## src/rtl/pmc_pkg.sv

```systemverilog
package pmc_pkg;
   localparam logic [1:0] SRC_NONE = 2'b00;
   localparam logic [1:0] SRC_PRI  = 2'b01;
   localparam logic [1:0] SRC_SEC  = 2'b10;
   localparam logic [1:0] SRC_INT  = 2'b11;

   localparam logic [2:0] PM_SLEEP    = 3'b000;
   localparam logic [2:0] PM_RUN_PRI  = 3'b001;
   localparam logic [2:0] PM_RUN_SEC  = 3'b010;
   localparam logic [2:0] PM_RUN_INT  = 3'b011;
   localparam logic [2:0] PM_IDLE_PRI = 3'b101;
   localparam logic [2:0] PM_IDLE_SEC = 3'b110;
   localparam logic [2:0] PM_IDLE_INT = 3'b111;

   // select field -> source code; the low bit is irrelevant once bit 1 is set
   function automatic logic [1:0] csel_to_src(input logic [1:0] csel);
      if (csel[1])      return SRC_INT;
      else if (csel[0]) return SRC_SEC;
      else              return SRC_PRI;
   endfunction

   function automatic logic is_run(input logic [2:0] mode);
      return (mode[1:0] != SRC_NONE) && !mode[2];
   endfunction

   function automatic logic is_clocked(input logic [2:0] mode);
      return mode[1:0] != SRC_NONE;
   endfunction
endpackage

```

## src/rtl/pmc_ctrl_regs.sv

```systemverilog
module pmc_ctrl_regs #(
   parameter int CSEL_W = 2
) (
   input  logic              clk,
   input  logic              rst_n,
   input  logic              wake_any,
   input  logic              wr_en,
   input  logic              wr_idle,
   input  logic [CSEL_W-1:0] wr_csel,
   output logic              idle_q,
   output logic [CSEL_W-1:0] csel_q
);
   always_ff @(posedge clk or negedge rst_n) begin
      if (!rst_n) begin
         idle_q <= 1'b0;
         csel_q <= '0;
      end else if (wake_any) begin
         // wake returns the register state to primary run; pending write dropped
         csel_q <= '0;
      end else if (wr_en) begin
         idle_q <= wr_idle;
         csel_q <= wr_csel;
      end
   end
endmodule

```

## src/rtl/pmc_mode_fsm.sv

```systemverilog
module pmc_mode_fsm
   import pmc_pkg::*;
#(
   parameter int CSEL_W = 2,
   localparam int MODE_W = CSEL_W + 1
) (
   input  logic              clk,
   input  logic              rst_n,
   input  logic              wake_any,
   input  logic              sleep_stb,
   input  logic              wr_en,
   input  logic [CSEL_W-1:0] wr_csel,
   input  logic              idle_q,
   input  logic [CSEL_W-1:0] csel_q,
   output logic [MODE_W-1:0] mode_q
);
   logic [MODE_W-1:0] mode_d;

   always_comb begin
      mode_d = mode_q;
      if (wake_any) begin
         mode_d = PM_RUN_PRI;
      end else if (is_run(mode_q)) begin
         if (sleep_stb)
            mode_d = idle_q ? {1'b1, csel_to_src(csel_q)} : PM_SLEEP;
         else if (wr_en)
            mode_d = {1'b0, csel_to_src(wr_csel)};
      end
   end

   always_ff @(posedge clk or negedge rst_n) begin
      if (!rst_n) mode_q <= PM_RUN_PRI;
      else        mode_q <= mode_d;
   end
endmodule

```

## src/rtl/pmc_clk_decode.sv

```systemverilog
module pmc_clk_decode
   import pmc_pkg::*;
#(
   parameter int CSEL_W = 2,
   localparam int MODE_W = CSEL_W + 1
) (
   input  logic [MODE_W-1:0] mode,
   output logic              cpu_en,
   output logic              per_en,
   output logic [CSEL_W-1:0] src
);
   always_comb begin
      cpu_en = is_run(mode);
      per_en = is_clocked(mode);
      src    = mode[CSEL_W-1:0];
   end
endmodule

```

## src/rtl/power_mode_ctrl.sv

```systemverilog
module power_mode_ctrl #(
   parameter int                  NUM_WAKE = 3,
   parameter int                  CSEL_W   = 2,
   parameter logic [NUM_WAKE-1:0] WAKE_EN  = '1,
   localparam int                 MODE_W   = CSEL_W + 1
) (
   input  logic                clk,
   input  logic                rst_n,
   input  logic [NUM_WAKE-1:0] wake_evt,
   input  logic                sleep_stb,
   input  logic                cfg_we,
   input  logic                cfg_idle_en,
   input  logic [CSEL_W-1:0]   cfg_clk_sel,
   output logic [MODE_W-1:0]   mode_code,
   output logic                cpu_clk_en,
   output logic                per_clk_en,
   output logic [CSEL_W-1:0]   clk_src,
   output logic                idle_en_q,
   output logic [CSEL_W-1:0]   clk_sel_q
);
   if (CSEL_W != 2) begin : g_bad_csel
      $error("power_mode_ctrl: CSEL_W must be 2");
   end
   if (NUM_WAKE < 1) begin : g_bad_wake
      $error("power_mode_ctrl: NUM_WAKE must be at least 1");
   end

   logic [NUM_WAKE-1:0] wake_hit;
   logic                wake_any;

   for (genvar i = 0; i < NUM_WAKE; i++) begin : g_wake
      assign wake_hit[i] = wake_evt[i] & WAKE_EN[i];
   end
   assign wake_any = |wake_hit;

   pmc_ctrl_regs #(.CSEL_W(CSEL_W)) regs_i (
      .clk      (clk),
      .rst_n    (rst_n),
      .wake_any (wake_any),
      .wr_en    (cfg_we),
      .wr_idle  (cfg_idle_en),
      .wr_csel  (cfg_clk_sel),
      .idle_q   (idle_en_q),
      .csel_q   (clk_sel_q)
   );

   pmc_mode_fsm #(.CSEL_W(CSEL_W)) fsm_i (
      .clk       (clk),
      .rst_n     (rst_n),
      .wake_any  (wake_any),
      .sleep_stb (sleep_stb),
      .wr_en     (cfg_we),
      .wr_csel   (cfg_clk_sel),
      .idle_q    (idle_en_q),
      .csel_q    (clk_sel_q),
      .mode_q    (mode_code)
   );

   pmc_clk_decode #(.CSEL_W(CSEL_W)) dec_i (
      .mode   (mode_code),
      .cpu_en (cpu_clk_en),
      .per_en (per_clk_en),
      .src    (clk_src)
   );
endmodule

```

## config.mk

```make
export PLATFORM = sky130hd
export DESIGN_NAME = power_mode_ctrl
export DESIGN_NICKNAME = d
export VERILOG_FILES = /design/src/rtl/pmc_pkg.sv /design/src/rtl/pmc_ctrl_regs.sv /design/src/rtl/pmc_mode_fsm.sv /design/src/rtl/pmc_clk_decode.sv /design/src/rtl/power_mode_ctrl.sv
export SDC_FILE = /design/constraint.sdc
export NUM_CORES = 1
export LEC_CHECK = 0
export ABC_CLOCK_PERIOD_IN_PS = 1100
export BUFFER_PORTS_ARGS = -buffer_cell sky130_fd_sc_hd__buf_2
export CORE_AREA = 3 3 40 42
export CTS_CLUSTER_SIZE = 8
export DETAILED_ROUTE_END_ITERATION = 6
export DIE_AREA = 0 0 43 45
export HOLD_SLACK_MARGIN = 0.08
export PLACE_DENSITY = 0.57
export SLEW_MARGIN = 20
export SYNTH_ARGS = -nofsm -noshare
export SYNTH_HDL_FRONTEND = slang
export SYNTH_SLANG_ARGS = --single-unit
```

## constraint.sdc

```tcl
create_clock -name clk -period 1.1 [get_ports clk]
set_input_delay 0.22 -clock clk [delete_from_list [all_inputs] [get_ports clk]]
set_output_delay 0.22 -clock clk [all_outputs]
set_load 0.05 [all_outputs]
```

==> results.py <==
metrics = {
    "status": {
        "status": "finished with violations",
        "violations": "negative setup slack",
    },
    "synthesis": {
        "syn_nets": 41,
        "synth_top_area_share": 0.3788,
        "synth_cells": 31,
        "synth_top_area_cell": "dfrtp_1",
        "synthTopCellsByArea": "dfrtp_1 (38%), dfstp_2 (8.0%), mux2i_1 (6.1%)",
        "syn_avg_cell_area_um2": 10.66,
        "synth_area_um2": 330.3,
        "ys_seq_elements": 6,
        "yosysWarnings": 0,
        "yosysUniqueCellTypes": 19,
        "ys_seq_area_frac": 0.4583,
    },
    "detailed_routing": {
        "drt_drc_violations_left": 0,
        "drtAntennaViolNets": 0,
        "vias_per_cell": 4.767,
        "drt_iter0_drc": 1,
        "wl_per_cell_um": 11.67,
        "wirelength_um": 852,
        "dr_total_vias": 348,
        "dr.pass1.iters": 4,
    },
    "timing": {
        "fmax_ghz": 0.7295,
        "hold_viol_final": 0,
        "setup_viol": 10,
        "fin_crit_sh": 1.246,
        "fin_crit_ns": 1.371,
        "setup_ws_ns": -0.2708,
        "tightestPinTransition_ns": 0.2254,
        "finClkSkew_ns": 0.01231,
        "grt_setup_unrepaired": "yes",
        "slew_headroom": 0.8482,
        "finalMaxSlewViolations": 0,
    },
    "cts": {
        "insertion_delay_ns": 0.25,
        "cts-root-buf": "clkbuf_4",
        "htree_levels": 1,
        "clockBufferDepth": 2,
        "cts.sinks": 6,
        "clk_pin_slew_ns": 0.06,
        "cts_buffers": 3,
        "cts_tree": "done",
    },
    "cells_and_area": {
        "n_antenna_cell": 0,
        "final_cell_mix": "buf_2 (9), buf_8 (7), buf_6 (5)",
        "area_growth_syn_to_layout_pct": 87.88,
        "design_area_um2": 620.6,
        "mostFrequentLayoutCell": "buf_2",
        "fillers": 126,
        "drive_above_1_share": 0.6379,
        "finalNetCount": 69,
    },
    "die": {
        "die_h_um": 45,
        "dieArea_mm2": 0.001935,
        "coreArea_mm2": 0.001285,
        "dieWidth_um": 43,
        "ios": 20,
        "num_rows": 13,
        "start_util": 0.2571,
    },
    "placed_design": {
        "numPortBuffers": 19,
        "place_congestion": 0.6762,
        "place_area_um2": 475.5,
        "dpl.hpwl_um": 697.5,
        "dp_slack_ns": -0.1398,
    },
    "critical_path": {
        "critPathTopFamily": "flip-flops",
        "crit_required_ns": 0.88,
        "crit_type": "reg2out",
        "worstSetupPathDepth": 2,
        "crit_chain": "o21ba_4 -> buf_8",
        "slowest_stage": "dfstp_4",
        "path_buf_inv": 1,
        "start_kind": "register",
        "r2r_cells": 5,
        "arrival_ns": 1.15,
        "cp-end-kind": "primary output",
        "worstPathMaxFanout": 3,
        "slowest_delay_ns": 0.62,
    },
    "grt": {
        "grt_usage": 0.1096,
        "antenna_found_initial": 0,
        "grt_pass1_wl_um": 1518,
        "grt-ovfl-total": 0,
        "grt_max_degree": 7,
        "grt_pass1_vias": 362,
    },
    "worst_hold_path": {
        "whs_path_depth": 2,
        "hp-class": "in2reg",
    },
    "flow_run": {
        "cap_viol_max_count": 0,
    },
    "power_and_ir_drop": {
        "leakagePower_nw": 0.2818,
        "power_density_mw_per_mm2": 1119,
        "vdd_drop_max_mv": 0.7961,
    },
}
cells in the mapped netlist:
library cell / count
nor2_1: 3
or3_4: 1
a31oi_1: 1
or2_2: 1
o21ai_2: 1
inv_1: 1
a211oi_1: 1
a211o_1: 2
nand2_1: 2
a21oi_2: 1
mux2_2: 1
o21ai_0: 2
dfstp_2: 1
o21ba_4: 1
dfrtp_1: 5
nor3_1: 2
nor3b_1: 1
buf_4: 2
mux2i_1: 2
report_power, final:
| group | internal [mW] | switching, mW | leakage (nW) | total, mW |
|---|---|---|---|---|
| combinational | 0.0978 | 0.119 | 0.192 | 0.217 |
| clock | 0.138 | 0.0889 | 0.0150 | 0.227 |
| sequential | 0.236 | 0.0150 | 0.0745 | 0.251 |
worst register-to-register path: stages, from the launching register on:
cell	delay, ns
dfstp_4	0.62
o21ba_4	0.14
buf_4	0.11
o21ai_4	0.06
a211o_1	0.24
a21oi_2	0.11
path summary, 6_finish.rpt:
check / slack [ns] / startpoint / end
worst max-delay path: -0.27 / fsm_i.mode_q[0]$_DFFE_PN1P_ / cpu_clk_en
worst min-delay path: 0.21 / cfg_idle_en / regs_i.idle_q$_DFFE_PN0P_
worst max register to register: -0.25 / fsm_i.mode_q[0]$_DFFE_PN1P_ / fsm_i.mode_q[1]$_DFFE_PN0P_
worst min register to register: 0.60 / fsm_i.mode_q[1]$_DFFE_PN0P_ / fsm_i.mode_q[1]$_DFFE_PN0P_
max in group asynchronous: 0.56 / rst_n / fsm_i.mode_q[0]$_DFFE_PN1P_
min in group asynchronous: 0.32 / rst_n / fsm_i.mode_q[2]$_DFFE_PN0P_
metrics by stage:
step	setup TNS, ns	instances	power (mW)	util	hold WS [ns]
global placement	-0.6280	67	0.4257	0.3700	0.05715
finish	-1.696	73	0.6946	0.4830	0.2105
CTS	-2.100	74	0.7058	0.4771	0.1990
detailed placement	-0.7048	67	0.4262	0.3700	0.05855
floorplan	-1.056	31	0.3679	-	-0.07559
global route	-2.133	73	0.7459	0.4830	0.2011
registers in the layout (all words and copies together) (netlist names):
register and cells:
fsm_i.mode_q 3, regs_i.idle_q 1, regs_i.csel_q 2
timing repair:
action                     in CTS  in global routing
buffers inserted                3                  0
hold endpoints to repair        6                  0
hold buffers                    1                  0
setup endpoints to repair      13                 12
gates cloned                    0                  0
pin swaps                       5                  1
gates resized for setup        26                  5
cells by family (layout without fill, tap and decap cells):
family | count (synthesis) | in the layout | synth area share
mux | 3 | 3 | 0.09470
buf+inv | 3 | 30 | 0.05679
simple gates | 10 | 10 | 0.1629
compound gates | 9 | 9 | 0.2273
flops | 6 | 6 | 0.4583
final cells by class:
class,instances,area (um2),share of cell area
clock buffers,4,26.28,0.04234
inverters,1,3.754,0.006048
repair buffers,25,239.0,0.3851
flip-flops and latches,6,157.7,0.2540
multi-input cells,22,175.2,0.2823
well taps,15,18.77,0.03024
layer usage:
| metal | GRT usage | vias up | share of wire | wire (um) |
|---|---|---|---|---|
| li1 | - | 166 | - | - |
| met3 | 0.06773 | 0 | 0.10 | 85 |
| met2 | 0.1916 | 16 | 0.52 | 446 |
| met4 | 0.03614 | 0 | 0 | 0 |
| met5 | 0 | - | 0 | 0 |
| met1 | 0.1076 | 166 | 0.38 | 320 |
(Power assumes the default switching activity.)
